<file path="src/rtl/lru_tracker_pkg.sv">
package lru_tracker_pkg;

    // Occupancy of the tracked set
    typedef enum logic [1:0] {
        OCC_EMPTY   = 2'd0,
        OCC_FILLING = 2'd1,
        OCC_FULL    = 2'd2
    } occ_state_e;

endpackage

</file>
<file path="src/rtl/lru_tag_match.sv">
module lru_tag_match #(
    parameter int N_WAYS = 4,
    parameter int TAG_W  = 16,
    localparam int IDX_W = (N_WAYS > 1) ? $clog2(N_WAYS) : 1
) (
    input  logic                         clk,
    input  logic                         rst_n,
    input  logic [N_WAYS-1:0][TAG_W-1:0] slot_tags,
    input  logic [N_WAYS-1:0]            slot_valid,
    input  logic [TAG_W-1:0]             probe_tag,
    output logic [N_WAYS-1:0]            match_vec,
    output logic                         any_match,
    output logic [IDX_W-1:0]             match_pos
);

    // One comparator per stack slot
    for (genvar i = 0; i < N_WAYS; i++) begin : g_cmp
        assign match_vec[i] = slot_valid[i] && (slot_tags[i] == probe_tag);
    end

    assign any_match = |match_vec;

    always_comb begin
        match_pos = '0;
        for (int i = N_WAYS - 1; i >= 0; i--) begin
            if (match_vec[i]) begin
                match_pos = IDX_W'(i);
            end
        end
    end

    // a tag may be resident in at most one slot
    assert_unique_tags_R10: assert property (@(posedge clk) disable iff (!rst_n)
        $onehot0(match_vec))
        else $error("duplicate resident tag");

endmodule

</file>
<file path="src/rtl/lru_stack_shift.sv">
module lru_stack_shift #(
    parameter int N_WAYS = 4,
    parameter int TAG_W  = 16,
    localparam int IDX_W = (N_WAYS > 1) ? $clog2(N_WAYS) : 1
) (
    input  logic [N_WAYS-1:0][TAG_W-1:0] cur_tags,
    input  logic [N_WAYS-1:0]            cur_valid,
    input  logic [TAG_W-1:0]             ins_tag,
    input  logic [IDX_W-1:0]             lift_pos,
    output logic [N_WAYS-1:0][TAG_W-1:0] nxt_tags,
    output logic [N_WAYS-1:0]            nxt_valid
);

    // Slot 0 takes the referenced tag. Slots up to lift_pos take their
    // younger neighbour. Slots beyond lift_pos keep their contents.
    for (genvar i = 0; i < N_WAYS; i++) begin : g_slot
        if (i == 0) begin : g_front
            assign nxt_tags[i]  = ins_tag;
            assign nxt_valid[i] = 1'b1;
        end else begin : g_rest
            logic take_younger;
            assign take_younger = (IDX_W'(i) <= lift_pos);
            assign nxt_tags[i]  = take_younger ? cur_tags[i-1]  : cur_tags[i];
            assign nxt_valid[i] = take_younger ? cur_valid[i-1] : cur_valid[i];
        end
    end

endmodule

</file>
<file path="src/rtl/lru_stack_tracker.sv">
module lru_stack_tracker
    import lru_tracker_pkg::*;
#(
    parameter int N_WAYS = 4,
    parameter int TAG_W  = 16
) (
    input  logic                     clk,
    input  logic                     rst_n,
    input  logic                     ref_valid,
    input  logic [TAG_W-1:0]         ref_tag,
    output logic                     hit,
    output logic                     evict_valid,
    output logic [TAG_W-1:0]         evict_tag,
    output logic [N_WAYS*TAG_W-1:0]  stack_tags,
    output logic [N_WAYS-1:0]        stack_valid
);

    localparam int IDX_W = (N_WAYS > 1) ? $clog2(N_WAYS) : 1;
    localparam int CNT_W = $clog2(N_WAYS + 1);
    localparam logic [TAG_W-1:0] EMPTY_TAG = {TAG_W{1'b1}};
    localparam logic [IDX_W-1:0] OLDEST    = IDX_W'(N_WAYS - 1);
    localparam logic [CNT_W-1:0] LAST_FREE = CNT_W'(N_WAYS - 1);

    logic [N_WAYS-1:0][TAG_W-1:0] tags_q, tags_d;
    logic [N_WAYS-1:0]            valid_q, valid_d;
    logic [N_WAYS-1:0]            match_vec;
    logic                         any_match;
    logic [IDX_W-1:0]             match_pos, lift_pos;
    logic                         accept, is_hit, is_miss;

    occ_state_e       state_q, state_d;
    logic [CNT_W-1:0] fill_q, fill_d;

    // Reference qualification
    assign accept  = ref_valid && (ref_tag != EMPTY_TAG);
    assign is_hit  = accept && any_match;
    assign is_miss = accept && !any_match;
    assign lift_pos = any_match ? match_pos : OLDEST;

    lru_tag_match #(.N_WAYS(N_WAYS), .TAG_W(TAG_W)) i_match (
        .clk        (clk),
        .rst_n      (rst_n),
        .slot_tags  (tags_q),
        .slot_valid (valid_q),
        .probe_tag  (ref_tag),
        .match_vec  (match_vec),
        .any_match  (any_match),
        .match_pos  (match_pos)
    );

    lru_stack_shift #(.N_WAYS(N_WAYS), .TAG_W(TAG_W)) i_shift (
        .cur_tags  (tags_q),
        .cur_valid (valid_q),
        .ins_tag   (ref_tag),
        .lift_pos  (lift_pos),
        .nxt_tags  (tags_d),
        .nxt_valid (valid_d)
    );

    // Stack storage
    always_ff @(posedge clk) begin
        if (!rst_n) begin
            for (int i = 0; i < N_WAYS; i++) begin
                tags_q[i] <= EMPTY_TAG;
            end
            valid_q <= '0;
        end else if (accept) begin
            tags_q  <= tags_d;
            valid_q <= valid_d;
        end
    end

    // Occupancy state register
    always_ff @(posedge clk) begin
        if (!rst_n) begin
            state_q <= OCC_EMPTY;
            fill_q  <= '0;
        end else begin
            state_q <= state_d;
            fill_q  <= fill_d;
        end
    end

    // Occupancy transitions
    always_comb begin
        state_d = state_q;
        fill_d  = fill_q;
        unique case (state_q)
            OCC_EMPTY: begin
                if (is_miss) begin                       // first_fill
                    fill_d  = CNT_W'(1);
                    state_d = (N_WAYS == 1) ? OCC_FULL : OCC_FILLING;
                end
            end
            OCC_FILLING: begin
                if (is_miss) begin
                    fill_d = fill_q + CNT_W'(1);
                    if (fill_q == LAST_FREE) begin       // fill_done
                        state_d = OCC_FULL;
                    end                                  // else fill_step
                end
            end
            OCC_FULL: begin
                state_d = OCC_FULL;                      // hold
            end
            default: begin
                state_d = OCC_EMPTY;
                fill_d  = '0;
            end
        endcase
    end

    // Outputs
    always_comb begin
        hit         = is_hit;
        evict_valid = is_miss && (state_q == OCC_FULL);
        evict_tag   = evict_valid ? tags_q[N_WAYS-1] : '0;
        stack_tags  = tags_q;
        stack_valid = valid_q;
    end

    // an empty set has no valid slot
    assert_empty_clear_R1: assert property (@(posedge clk) disable iff (!rst_n)
        (state_q == OCC_EMPTY) |-> (valid_q == '0))
        else $error("valid slot while empty");

    // victim reported exactly when the oldest slot is occupied
    assert_victim_when_full_R6: assert property (@(posedge clk) disable iff (!rst_n)
        is_miss |-> (evict_valid == valid_q[N_WAYS-1]))
        else $error("victim flag disagrees with stack");

    // accepted reference lands in the youngest slot
    assert_front_insert_R5: assert property (@(posedge clk) disable iff (!rst_n)
        accept |=> (tags_q[0] == $past(ref_tag)) && valid_q[0])
        else $error("reference not at front");

    // hit on youngest slot leaves the stack alone
    assert_youngest_hit_stable_R4: assert property (@(posedge clk) disable iff (!rst_n)
        (is_hit && match_vec[0]) |=> $stable(tags_q) && $stable(valid_q))
        else $error("youngest hit changed stack");

    // the empty marker is rejected
    assert_marker_rejected_R8: assert property (@(posedge clk) disable iff (!rst_n)
        (ref_valid && ref_tag == EMPTY_TAG) |=> $stable(tags_q) && $stable(valid_q))
        else $error("marker reference changed stack");

    // no strobe, no change
    assert_idle_hold_R9: assert property (@(posedge clk) disable iff (!rst_n)
        !ref_valid |-> !hit && !evict_valid)
        else $error("output without strobe");

endmodule

</file>
<file path="config.mk">
export PLATFORM = sky130hd
export DESIGN_NAME = lru_stack_tracker
export DESIGN_NICKNAME = d
export VERILOG_FILES = /design/src/rtl/lru_tracker_pkg.sv /design/src/rtl/lru_tag_match.sv /design/src/rtl/lru_stack_shift.sv /design/src/rtl/lru_stack_tracker.sv
export SDC_FILE = /design/constraint.sdc
export NUM_CORES = 1
export LEC_CHECK = 0
export BUFFER_PORTS_ARGS = -buffer_cell sky130_fd_sc_hd__buf_2
export CAP_MARGIN = 0
export CORE_MARGIN = 2
export CORE_UTILIZATION = 50
export CTS_CLUSTER_DIAMETER = 50
export DETAILED_ROUTE_END_ITERATION = 8
export PLACE_DENSITY = 0.77
export SLEW_MARGIN = 20
export SYNTH_ARGS = -nofsm -noshare
export SYNTH_HDL_FRONTEND = slang
export SYNTH_SLANG_ARGS = --single-unit
</file>
<file path="constraint.sdc">
create_clock -name clk -period 2.6 [get_ports clk]
set_input_delay 0.39 -clock clk [delete_from_list [all_inputs] [get_ports clk]]
set_output_delay 0.39 -clock clk [all_outputs]
set_load 0.02 [all_outputs]
</file>
## Word-level counts from Yosys, hierarchy flattened

Index checks and enable logic that the tools add are counted.

- Register bits: 73
- Bits of input ports: 19
- Output and inout bits: 86
- Logic and storage cells: 55

- $add $sub $neg: 1
- Order comparisons: 3
- Equal/unequal tests: 11
- Muxes and demuxes: 13
- Bitwise operators: 1
- Reductions and logical operators: 16

Operator list:

| kind | count |
|---|---|
| $eq A16 B16 Y1 | 4 |
| $mux W16 | 1 |
| $mux W2 | 8 |
| $ne A16 B16 Y1 const B | 1 |
| $pmux W3 S3 | 1 |
| $logic_and A1 B1 Y1 | 8 |
| $mux W3 | 2 |
| $ne A2 B2 Y1 const B | 3 |
| $pmux W2 S3 | 1 |
| $reduce_and A2 Y1 | 3 |
| $reduce_and A3 Y1 | 2 |
| $le A2 B2 Y1 const A | 2 |
| $reduce_or A4 Y1 | 1 |
| $add A3 B1 Y3 const B | 1 |
| $eq A3 B2 Y1 const B | 1 |
| $eq A2 B1 Y1 const B | 1 |
| $eq A2 B2 Y1 const B | 1 |
| $le A1 B2 Y1 const A | 1 |
| $logic_not A2 Y1 | 1 |
| $logic_not A1 Y1 | 1 |
| $not A1 Y1 | 1 |

## Depth between registers and ports, before layout

Gate-level depths: netlist (run 1).

- Depth in word-level cells: 9
- Mapped depth: 11
- Depth with buffers taken out: 7

## Modules after synthesis

A second synthesis (run 1) with hierarchy kept.

- Cells, all modules: 536
- Area total of the unflattened synthesis: 4455.5 um2

Modules (own cells, without submodules):

| module | times used | cells each | area each (um2) | seq. area each (um2) |
|---|---|---|---|---|
| lru_stack_tracker | 1 | 365 | 2885.3 | 1461.4 |
| lru_stack_shift | 1 | 75 | 809.5 | 0.0 |
| lru_tag_match | 1 | 96 | 760.7 | 0.0 |

## Least setup slack after synthesis (run 1)

OpenSTA, ideal clock, no wires.

- Path kind: input to output
- Start: input port ref_tag[13]
- End: output port evict_tag[10]
- Data arrival time: 1981 ps
- Data required time: 2210 ps
- Path slack: 229 ps
- Stages: 8
- Buffers on the path: 2
- Cell sequence: buf_2 -> xor2_1 -> nor4_1 -> nand2_1 -> o41ai_4 -> nor3_1 -> clkbuf_1 -> and3_1

- Word-level cells in the longest chain between the ends: 7
- Elaborated cells on any way between the ends: 15
- Classes of those cells: eq/ne: 5; mux: 1; reduce/logical: 9

Ends and longest elaborated chain:

| item | line | source |
|---|---|---|
| start, declared | lru_stack_tracker.sv:10 | `input logic [TAG_W-1:0] ref_tag,` |
| $eq A16 B16 Y1 | lru_tag_match.sv:18 | `assign match_vec[i] = slot_valid[i] && (slot_tags[i] == probe_tag);` |
| $logic_and A1 B1 Y1 | lru_tag_match.sv:18 |  |
| $reduce_or A4 Y1 | lru_tag_match.sv:21 | `assign any_match = \|match_vec;` |
| $logic_not A1 Y1 | lru_stack_tracker.sv:37 | `assign is_miss = accept && !any_match;` |
| $logic_and A1 B1 Y1 * | lru_stack_tracker.sv:37 |  |
| $logic_and A1 B1 Y1 * | lru_stack_tracker.sv:116 | `evict_valid = is_miss && (state_q == OCC_FULL);` |
| $mux W16 * | lru_stack_tracker.sv:117 | `evict_tag = evict_valid ? tags_q[N_WAYS-1] : '0;` |
| end, declared | lru_stack_tracker.sv:13 | `output logic [TAG_W-1:0] evict_tag,` |

Every way passes the cells marked *; elsewhere a longest branch is shown, timed or not.

## Worst setup path after layout (run 1)

- Start: register tags_q (netlist bit stack_tags[38])
- End: output port evict_tag[5]

- Word-level cells in the longest chain between the ends: 7

Ends and longest elaborated chain:

| item | line | source |
|---|---|---|
| start, declared | lru_stack_tracker.sv:24 | `logic [N_WAYS-1:0][TAG_W-1:0] tags_q, tags_d;` |
| start signal, assigned | lru_stack_tracker.sv:68 | `tags_q <= tags_d;` |
| $eq A16 B16 Y1 | lru_tag_match.sv:18 |  |
| $logic_and A1 B1 Y1 | lru_tag_match.sv:18 |  |
| $reduce_or A4 Y1 | lru_tag_match.sv:21 |  |
| $logic_not A1 Y1 | lru_stack_tracker.sv:37 |  |
| $logic_and A1 B1 Y1 | lru_stack_tracker.sv:37 |  |
| $logic_and A1 B1 Y1 | lru_stack_tracker.sv:116 |  |
| $mux W16 | lru_stack_tracker.sv:117 |  |

No other way between the ends.

==> reports/qor.yml, run 1 <==
yosys:
  synth_area_leader_cell: "dfxtp_1"
  synth_edf_count: 0
  ys_ff_latch: 73
  postSynthAreaPerCell_sq_um: 9.05
  synth_flop_cell: "dfxtp_1"
  synthCells: 413
  synthesis.area_sq_um: 3740
  yosysWarnings: 0
  synth.net_count: 437
  synthTopCellsByArea: "dfxtp_1, mux2i_1, xor2_1"
  yosysUniqueCellTypes: 32
  synth_top_area_share_pct: 39.1
  synthArstFlopShare_pct: 0
  ys_seq_area_share_pct: 39.1
placement:
  dp_cells: 611
  post-place-ws_ns: -0.145
  gp_congestion: 0.866
  place_hpwl_um: 7640
  io_buffers: 104
detailed_routing:
  drcViolationCount: 0
  viasPerCell: 5.43
  dr.pass1.iters: 4
  first_iter_violations: 235
  wl_per_cell_um: 17.7
  vias: 3468
  ant_nets: 0
  routed_wl_um: 11300
final_layout:
  fill_cells: 522
  drive_above_1_share_pct: 40.0
  areaGrowthSynthToFinish_pct: 35.3
  layout.nets: 559
  stdcell_count: 639
  post-route-util_pct: 69.7
  antennaDiodeCount: 0
timing:
  worstMarginPinSlew_ns: 0.661
  clock_skew_ns: 0.0123
  fmax_mhz: 363
  min_period_over_period_pct: 106
  finalSetupViolCount: 18
  setup_slack_ns: -0.158
  maxSlewViolCount: 0
  rsz0062_at_grt: "true"
  hold_violations: 0
  min_period_ns: 2.76
  worst_slew_margin_rel_pct: 56.0
clocking:
  insertion_delay_ns: 0.36
  clkSlewWorstSetupHoldPaths_ns: 0.08
  tritoncts: "built"
  clockRootBuffer: "clkbuf_8"
  clk_path_buf_depth: 2
  clock_sinks: 73
  numCtsBuffers: 9
  htreeDepth: 3
min_path:
  hp-start: "ref_tag[6]"
  holdPathEnd: "stack_tags[6]"
  holdPathStages: 3
  min_path_type: "in2reg"
worst_setup_path:
  critPathSlowestCell: "nor4_2"
  worstSetupStartpointType: "flip-flop"
  rr_worst_depth: 11
  critPathKind: "reg2out"
  worst-path-buf-inv: 3
  reg2reg_to: "fill_q[0]"
  worstSetupEndpointType: "output pin"
  critPathMaxStageDelay_ns: 0.38
  reg2reg_slack_ns: 0.09
  cp_cell_sequence: "xor2_1 -> nor4_2 -> nand4_1 -> o22ai_4 -> buf_6 -> nor3_4 -> buf_12 -> and3_4 -> buf_6"
  cp.arrival_ns: 2.37
  crit_start: "stack_tags[38]"
  r2r-start: "stack_tags[38]"
  cp_max_fo: 11
  cp_top_family: "simple AND/OR/NAND/NOR gates"
  cp.required_ns: 2.21
  cpMostUsedCell: "buf_6"
grt:
  grt_overflow: 0
  grt_pass1_wl_um: 17100
  grt_pass1_vias: 3335
  grt_max_degree: 41
  antenna_found_initial: 0
  grt_usage_pct: 26.4
job:
  drv_cap: 0
power:
  vdd.ir_drop.worst_v: 0.000310
  total_power_uw: 2990
  p_leak_uw: 0.00214
  powerDensity_nw_per_um2: 591
floorplanning:
  die_x_um: 90.4
  dieArea_sq_um: 8180
  core_sq_um: 7250
  start_util_pct: 51.5
  ioPinCount: 105
  row_count: 31
  die_y_um: 90.4
run_status:
  violations: "negative setup slack"
  status: "finished with violations"
## worst register-to-register path, cell delays in order, from the launching register on
cell and delay [ns]:
dfxtp_2 0.35, xor2_1 0.16, nor4_2 0.38, nand4_1 0.24, o22ai_4 0.27, buf_6 0.14
nor3_4 0.06, buf_6 0.12, buf_4 0.13, buf_4 0.13, a211o_1 0.30, o211a_1 0.14
## where the power goes
group / total [uW] / switching (uW) / internal [uW] / leakage, uW
Combinational: 953 / 512 / 441 / 0.00146
Clock: 798 / 451 / 348 / 0.0000827
Sequential: 1240 / 60.2 / 1180 / 0.000589
Total: 2990 / 1020 / 1970 / 0.00214
## synthesized netlist by cell type, drive strengths merged (2+ instances only)
master,instances
nor4,12
xnor2,26
clkbuf,14
nor3,6
ha,5
nand3,18
o21a,2
nor2b,3
xor2,38
mux2i,54
nand4,10
nand2,86
inv,7
o211a,2
and3,17
buf,22
dfxtp,73
o22ai,2
o21ai,2
nor2,6
## flip-flops by register name (all words and copies together) (netlist names)
register     count
stack_tags      64
stack_valid      4
fill_q           3
state_q          2
## kinds of logic after synthesis
| kind of cell | share of synthesized area, % |
|---|---|
| multiplexers | 14.5 |
| XOR/XNOR | 15.0 |
| adder cells (fa/ha/maj) | 1.67 |
| AO/OA/AOI/OAI | 3.11 |
| AND/OR/NAND/NOR | 20.4 |
| buffers and inverters | 6.20 |
| flip-flops | 39.1 |
## how the worst max path moves through the flow
stage / cells past startpoint / slack, ns / to
2_1_floorplan: 8 / 0.23 / evict_tag[10]
3_3_place_gp: 8 / -0.11 / evict_tag[5]
3_5_place_dp: 9 / -0.14 / evict_tag[6]
4_1_cts: 8 / 0.005 / evict_tag[8]
5_1_grt: 9 / -0.19 / evict_tag[5]
6_report: 9 / -0.16 / evict_tag[5]
## layer usage
| metal | vias to the layer above | part of all wire [%] | track usage, % |
|---|---|---|---|
| met5 | - | 0 | 0 |
| met4 | 0 | 3.2 | 12.1 |
| met3 | 31 | 6.2 | 4.09 |
| met2 | 152 | 49 | 43.5 |
| met1 | 1655 | 42 | 34.2 |
| li1 | 1630 | - | - |
## final cells by class
type	instances	area [sq um]	share of cell area, %
Clock buffer	10	128	2.52
Clock inverter	6	42.5	0.842
Inverter	7	26.3	0.520
Multi-Input combinational cell	298	2240	44.3
Sequential cell	73	1490	29.5
Tap cell	99	124	2.45
Timing Repair Buffer	146	1000	19.9
## cells in the final DEF (no fill, tap or decap), types with 2 or more instances in the layout
cell / synthesis / final
dfxtp_2: 0 / 20
xnor2_1: 26 / 26
and3_1: 17 / 2
ha_1: 5 / 5
o21a_1: 2 / 2
nor2b_1: 3 / 3
nor2_1: 4 / 4
nand2_1: 86 / 86
xor2_1: 38 / 34
nor4_2: 0 / 7
buf_12: 0 / 4
nor4_1: 12 / 5
xor2_2: 0 / 4
buf_6: 6 / 20
nor2_4: 2 / 2
o211a_1: 2 / 2
buf_4: 2 / 35
inv_1: 7 / 7
dfxtp_1: 73 / 52
nand4_1: 10 / 10
nor3_1: 6 / 4
clkinvlp_4: 0 / 2
mux2i_1: 54 / 54
buf_2: 14 / 87
clkinv_2: 0 / 2
and3_4: 0 / 15
nor3_4: 0 / 2
nand3_1: 18 / 18
clkbuf_8: 0 / 9
## stage by stage
stage                     TNS, ns  cell area, sq um  hold WS, ns
after floorplan                 0              3740        0.438
after global placement      -2.47              4440        0.448
after detailed placement    -4.81              4440        0.466
after CTS                       0              4720        0.362
after global routing        -2.73              5050        0.389
final                       -1.97              5050        0.361
## repair_timing
action	4_1_cts	5_1_grt
buffers inserted	4	7
resized for setup	10	83
gates cloned	1	0
hold buffers	0	0
pin swaps	6	14
setup endpoints to repair	18	33
No activity file was read; power rests on OpenSTA's default activity.
==> run 2: changes to the inputs <==
- CORE_ASPECT_RATIO: default -> 0.5
==> run 2 against run 1 <==
The run still ends with negative setup slack left. Via count is 2.3% higher. Non-clock buffer count shrank 2. Core utilization is 1.3 points higher. Clock power grew 97%. Die area increased by 0.52%. Design area rose by 2.4%.
==> reports/qor.yml, run 2 (same netlist as run 1, synthesis figures left out) <==
detailed_routing:
  wl_per_cell_um: 18.7
  ant_nets: 0
  routed_wl_um: 11900
  first_iter_violations: 388
  vias: 3548
  viasPerCell: 5.58
  dr.pass1.iters: 5
  drcViolationCount: 0
worst_setup_path:
  reg2reg_slack_ns: 0.14
  cpMostUsedCell: "buf_6"
  worstSetupStartpointType: "flip-flop"
  r2r-start: "stack_tags[4]"
  critPathSlowestCell: "dfxtp_1"
  crit_start: "stack_tags[58]"
  reg2reg_to: "stack_tags[34]"
  cp_max_fo: 5
  cp_cell_sequence: "xor2_1 -> nor4_4 -> nand4_1 -> o22ai_4 -> buf_6 -> buf_12 -> nor3_4 -> and3_4 -> buf_6"
  rr_worst_depth: 9
  cp.required_ns: 2.21
  worstSetupEndpointType: "output pin"
  critPathMaxStageDelay_ns: 0.40
  critPathKind: "reg2out"
  cp.arrival_ns: 2.30
timing:
  rsz0062_at_grt: "true"
  fmax_mhz: 372
  min_period_ns: 2.69
  worstMarginPinSlew_ns: 0.682
  worst_slew_margin_rel_pct: 54.4
  maxSlewViolCount: 0
  clock_skew_ns: 0.00666
  hold_violations: 0
  min_period_over_period_pct: 103
  setup_tns_ns: -0.897
  setup_slack_ns: -0.0851
  finalSetupViolCount: 16
final_layout:
  stdcell_count: 636
  final_cell_mix: "buf_2, nand2_1, dfxtp_1, mux2i_1, xor2_1"
  antennaDiodeCount: 0
  fin_area_sq_um: 5180
  layout.nets: 559
  drive_above_1_share_pct: 36.3
  layout.cells.most_common: "buf_2"
  areaGrowthSynthToFinish_pct: 38.6
  fill_cells: 496
  largest_reg_flops: 64
grt:
  grt_max_degree: 47
  grt_overflow: 0
  grt_pass1_vias: 3293
  antenna_found_initial: 0
  grt_pass1_wl_um: 17800
  grt_usage_pct: 28.1
run_status:
  status: "finished with violations"
  violations: "negative setup slack"
power:
  pwr-share-clk_pct: 42.5
  seqPwrFrac_pct: 33.5
  internal_power_uw: 2640
  swShare_pct: 28.5
  total_power_uw: 3700
  p_leak_uw: 0.00226
  powerDensity_nw_per_um2: 714
  vdd.ir_drop.worst_v: 0.000388
  pwr-share-comb_pct: 23.9
  p_sw_uw: 1050
min_path:
  holdPathEnd: "stack_tags[7]"
  hp-start: "ref_tag[7]"
  holdPathStages: 3
  min_path_type: "in2reg"
job:
  drv_cap: 0
clocking:
  clock_sinks: 73
  clk_path_buf_depth: 2
  clockRootBuffer: "clkbuf_16"
  insertion_delay_ns: 0.34
  numCtsBuffers: 9
  clkSlewWorstSetupHoldPaths_ns: 0.06
  tritoncts: "built"
  htreeDepth: 3
  ctsHoldBuffers: 0
floorplanning:
  start_util_pct: 51.2
  ioPinCount: 105
  core_sq_um: 7290
  dieArea_sq_um: 8220
  row_count: 22
  die_x_um: 126
  die_y_um: 65.1
placement:
  placed_area_sq_um: 4430
  gp_congestion: 0.834
  io_buffers: 104
  dp_cells: 607
  post-place-ws_ns: -0.151
  place_hpwl_um: 7440
-- run 2: cell types whose count changed in the layout (fill, tap and decap cells not counted), sizes merged --
| cell | change |
|---|---|
| inv | -1 |
| clkinvlp | -2 |
| bufinv | +4 |
| clkinv | -2 |
| buf | -2 |
| clkbuf | +1 |
| nor3 | +2 |
-- run 2: final cells by class --
type,instances,area (sq um),area share [%]
tap,96,120,2.32
inverter,7,26.3,0.507
clock buffer,11,253,4.88
multi-input combinational,300,2230,43.0
timing repair buffer,144,948,18.3
sequential,73,1480,28.5
clock inverter,5,125,2.42
-- run 2: through the flow --
step / hold WS, ns / utilization, %
6_report: 0.394 / 71.0
2_1_floorplan: 0.438 / -
4_1_cts: 0.387 / 68.7
5_1_grt: 0.408 / 71.0
3_5_place_dp: 0.470 / 60.8
3_3_place_gp: 0.455 / 60.8
-- run 2: worst max-delay path by stage --
stage                         end  slack [ns]  cells after the start
floorplan           evict_tag[10]        0.23                      8
global placement     evict_tag[5]       -0.07                      8
detailed placement   evict_tag[5]       -0.15                      8
CTS                           hit       -0.07                      9
global route        evict_tag[14]       -0.15                      9
finish              evict_tag[15]       -0.09                      9
-- run 2: power by group through the flow --
stage          logic [uW]  registers, uW  clock network (uW)
6_report              884           1240                1570
5_1_grt               948           1250                1630
4_1_cts               819           1240                1580
3_5_place_dp          758           1260                   0
3_3_place_gp          742           1260                   0
2_1_floorplan         504           1300                   0
-- run 2: layer usage --
layer | part of all wire (%) | vias to the layer above | GRT usage [%]
met5 | 0 | - | 0
met4 | 2.7 | 0 | 9.20
met3 | 6.4 | 35 | 7.33
met2 | 48 | 168 | 45.0
met1 | 43 | 1721 | 37.5
li1 | - | 1624 | -
-- run 2: worst max-delay path, delay by kind of cell, from the launching register on --
kind / cells / cell delay, ns
AOI/OAI and AO/OA: 1 / 0.11
buffers and inverters: 3 / 0.37
xor gates and xnor gates: 1 / 0.30
and+or+nand+nor: 4 / 0.76
DFF: 1 / 0.40
-- run 2: timing repair --
action	4_1_cts	5_1_grt
cloned	2	1
pin swaps	16	9
buffers inserted	6	4
endpoints found under the setup margin	18	21
gates resized for setup	33	31
hold endpoints to repair	0	0
==> run 3: changes to the inputs <==
- PLACE_DENSITY: 0.77 -> 0.75
- SYNTH_HIERARCHICAL: default -> 1
==> run 3 against run 2 <==
The run still ends with negative setup slack left. Setup slack worse by 0.34 ns. Maximum frequency down 11%. Largest cell class unchanged. Cell count up 30%. Sequential share of layout area down 5.5 points. Clock power down 20%. Highest routed layer is now met5. Power down 3.6%. Global-route usage up 4.8 points. Register-to-register slack worse by 0.45 ns. Critical path depth up 2. First-iteration DRC count up 61%.
==> reports/qor.yml, run 3 <==
run_status:
  status: "finished with violations"
  violations: "negative setup slack"
detailed_routing:
  ant_nets: 0
  viasPerCell: 5.87
  routed_wl_um: 16200
  wl_per_cell_um: 19.6
  vias: 4845
  dr.pass1.iters: 6
  first_iter_violations: 625
  drcViolationCount: 0
timing:
  finalSetupViolCount: 70
  fmax_mhz: 330
  maxSlewViolCount: 0
  min_period_over_period_pct: 116
  clock_skew_ns: 0.00416
  setup_slack_ns: -0.428
  holdWs_ns: 0.426
  worst_slew_margin_rel_pct: 44.3
  min_period_ns: 3.03
  worstMarginPinSlew_ns: 0.835
  rsz0062_at_grt: "true"
  hold_violations: 0
worst_setup_path:
  worstSetupEndpointType: "output pin"
  reg2reg_slack_ns: -0.31
  critPathSlowestCell: "nor4_1"
  reg2reg_to: "stack_tags[29]"
  critical_path_depth: 11
  crit_end: "evict_tag[15]"
  critPathMaxStageDelay_ns: 0.45
  cp_max_fo: 8
  crit_start: "stack_tags[46]"
  cp_top_family: "simple AND/OR/NAND/NOR gates"
  cp_cell_sequence: "xor2_1 -> nor4_1 -> nand4_1 -> or2_1 -> inv_2 -> or4_4 -> buf_6 -> inv_8 -> and3_4 -> and2_1 -> buf_6"
  r2r-start: "stack_tags[46]"
  cpMostUsedCell: "buf_6"
  rr_worst_depth: 14
  cp.arrival_ns: 2.64
  worst-path-buf-inv: 4
  critPathKind: "reg2out"
  worstSetupStartpointType: "flip-flop"
  cp.required_ns: 2.21
yosys:
  synth_top_area_share_pct: 32.8
  synth_top_family_by_area: "simple AND/OR/NAND/NOR gates"
  synthCells: 536
  synthTopCellsByArea: "dfxtp_1, nand2_1, mux2_2"
  synth_flop_cell: "dfxtp_1"
  postSynthAreaPerCell_sq_um: 8.31
  synthAdderAreaFrac_pct: 1.40
  muxShareOfSynthArea_pct: 13.7
  synthesis.area_sq_um: 4460
  synth_area_leader_cell: "dfxtp_1"
  yosysMostFrequentCell: "nand2_1"
  yosysWarnings: 6
  synth_simple_gate_area_share_pct: 29.0
  ys_seq_area_share_pct: 32.8
  yosys-top-cells-count: "nand2_1, dfxtp_1, nand3_1, xnor2_1, mux2_2"
  synth-compound-area-share_pct: 3.40
  synth-xor-area-share_pct: 12.6
  synth.net_count: 560
  ys_ff_latch: 73
  synth_edf_count: 0
  yosysUniqueCellTypes: 43
  synthArstFlopShare_pct: 0
grt:
  antenna_found_initial: 1
  grt_pass1_vias: 4389
  use_met2_pct: 50.0
  grt_usage_pct: 32.9
  grt_overflow: 0
  globalRoute.busiestLayer: "met2"
  grt_pass1_wl_um: 24100
  grt_max_degree: 71
  grt_use_met1_pct: 45.7
  met3_usage_pct: 8.53
clocking:
  htreeDepth: 3
  numCtsBuffers: 9
  clock_sinks: 73
  insertion_delay_ns: 0.34
  clk_path_buf_depth: 2
  clockRootBuffer: "clkbuf_16"
  tritoncts: "built"
  clkSlewWorstSetupHoldPaths_ns: 0.06
  ctsHoldBuffers: 0
final_layout:
  drive_above_1_share_pct: 49.5
  layout.nets: 728
  fin_area_sq_um: 6460
  areaGrowthSynthToFinish_pct: 45.0
  stdcell_count: 826
  final_cell_mix: "nand2_1, buf_4, buf_2, nand3_1, dfxtp_1"
  layout.cells.most_common: "nand2_1"
  antennaDiodeCount: 0
  largest_reg_flops: 64
  post-route-util_pct: 74.4
placement:
  placed_area_sq_um: 5520
  place_hpwl_um: 9940
  dp_cells: 795
  io_buffers: 104
  gp_congestion: 0.906
floorplanning:
  ioPinCount: 105
  row_count: 24
  start_util_pct: 51.3
  dieArea_sq_um: 9730
  die_y_um: 70.8
  core_sq_um: 8680
  die_x_um: 138
power:
  powerDensity_nw_per_um2: 552
  total_power_uw: 3570
  p_leak_uw: 0.00297
  vdd.ir_drop.worst_v: 0.000337
min_path:
  holdPathStages: 4
  min_path_type: "in2reg"
job:
  drv_cap: 0
## run 3: cell count changes after synthesis, sizes merged, moves of 19 or more
cell	delta
nand3	+54
mux2	+51
xor2	-19
nand2	+59
xnor2	+19
mux2i	-54
## run 3: kinds of logic (layout without fill, tap and decap cells)
| kind of cell | count (synthesis) | after routing |
|---|---|---|
| AO/OA/AOI/OAI | 18 | 18 |
| other | 1 | 1 |
| adder cells (fa/ha/maj) | 5 | 5 |
| flip-flops | 73 | 73 |
| buffers and inverters | 55 | 224 |
| multiplexers | 51 | 51 |
| AND/OR/NAND/NOR | 269 | 273 |
| XOR/XNOR | 64 | 64 |
## run 3: worst reg2reg max path, stage by stage (launching register included)
cell      delay (ns)
dfxtp_2         0.32
xor2_1          0.14
nor4_1          0.45
nand4_1         0.23
or2_1           0.33
inv_2           0.08
or4_4           0.13
buf_4           0.14
nand2b_4        0.06
buf_12          0.16
nor2_8          0.11
buf_12          0.16
mux2_4          0.32
nand2_2         0.07
nand3_2         0.09
## run 3: timing repair
| action | 4_1_cts | 5_1_grt |
|---|---|---|
| endpoints found under the setup margin | 52 | 73 |
| cloned | 4 | 0 |
| hold endpoints to repair | 0 | 0 |
| gates resized for setup | 103 | 28 |
| pin swaps | 30 | 18 |
| buffers inserted | 55 | 1 |
## run 3: worst min path at each step
| stage | start | to |
|---|---|---|
| 6_report | ref_tag[3] | stack_tags[3] |
| 5_1_grt | ref_tag[9] | stack_tags[9] |
| 4_1_cts | ref_tag[3] | stack_tags[3] |
| 3_5_place_dp | fill_q[2] | fill_q[2] |
| 3_3_place_gp | fill_q[2] | fill_q[2] |
| 2_1_floorplan | fill_q[2] | fill_q[2] |
## run 3: per-layer routing
metal  part of all wire (%)  routed length [um]  up-vias
met1                     41                6670     2299
met2                     45                7250      343
met3                     11                1750       67
li1                       -                   -     2134
met5                  0.068                  11        -
met4                    3.4                 545        2
## run 3: per-stage QoR
| stage | setup slack, ns | TNS [ns] |
|---|---|---|
| after CTS | -0.264 | -4.74 |
| after floorplan | 0.0276 | 0 |
| final | -0.428 | -19.25 |
| after global placement | -0.489 | -25.26 |
| after global routing | -0.482 | -24.40 |
| after detailed placement | -0.519 | -26.29 |
## run 3: area by class of cell
cell class	count	area (sq um)
multi-input combinational	412	3060
tap	117	146
clock buffer	10	239
clock inverter	6	57.6
fill	550	2220
timing repair buffer	200	1440
sequential	73	1490
inverter	8	37.5
## run 3: power by group
group	internal, uW	leakage (uW)	switching, uW
Clock	762	0.000148	495
Combinational	454	0.00222	571
Sequential	1200	0.000599	78.8
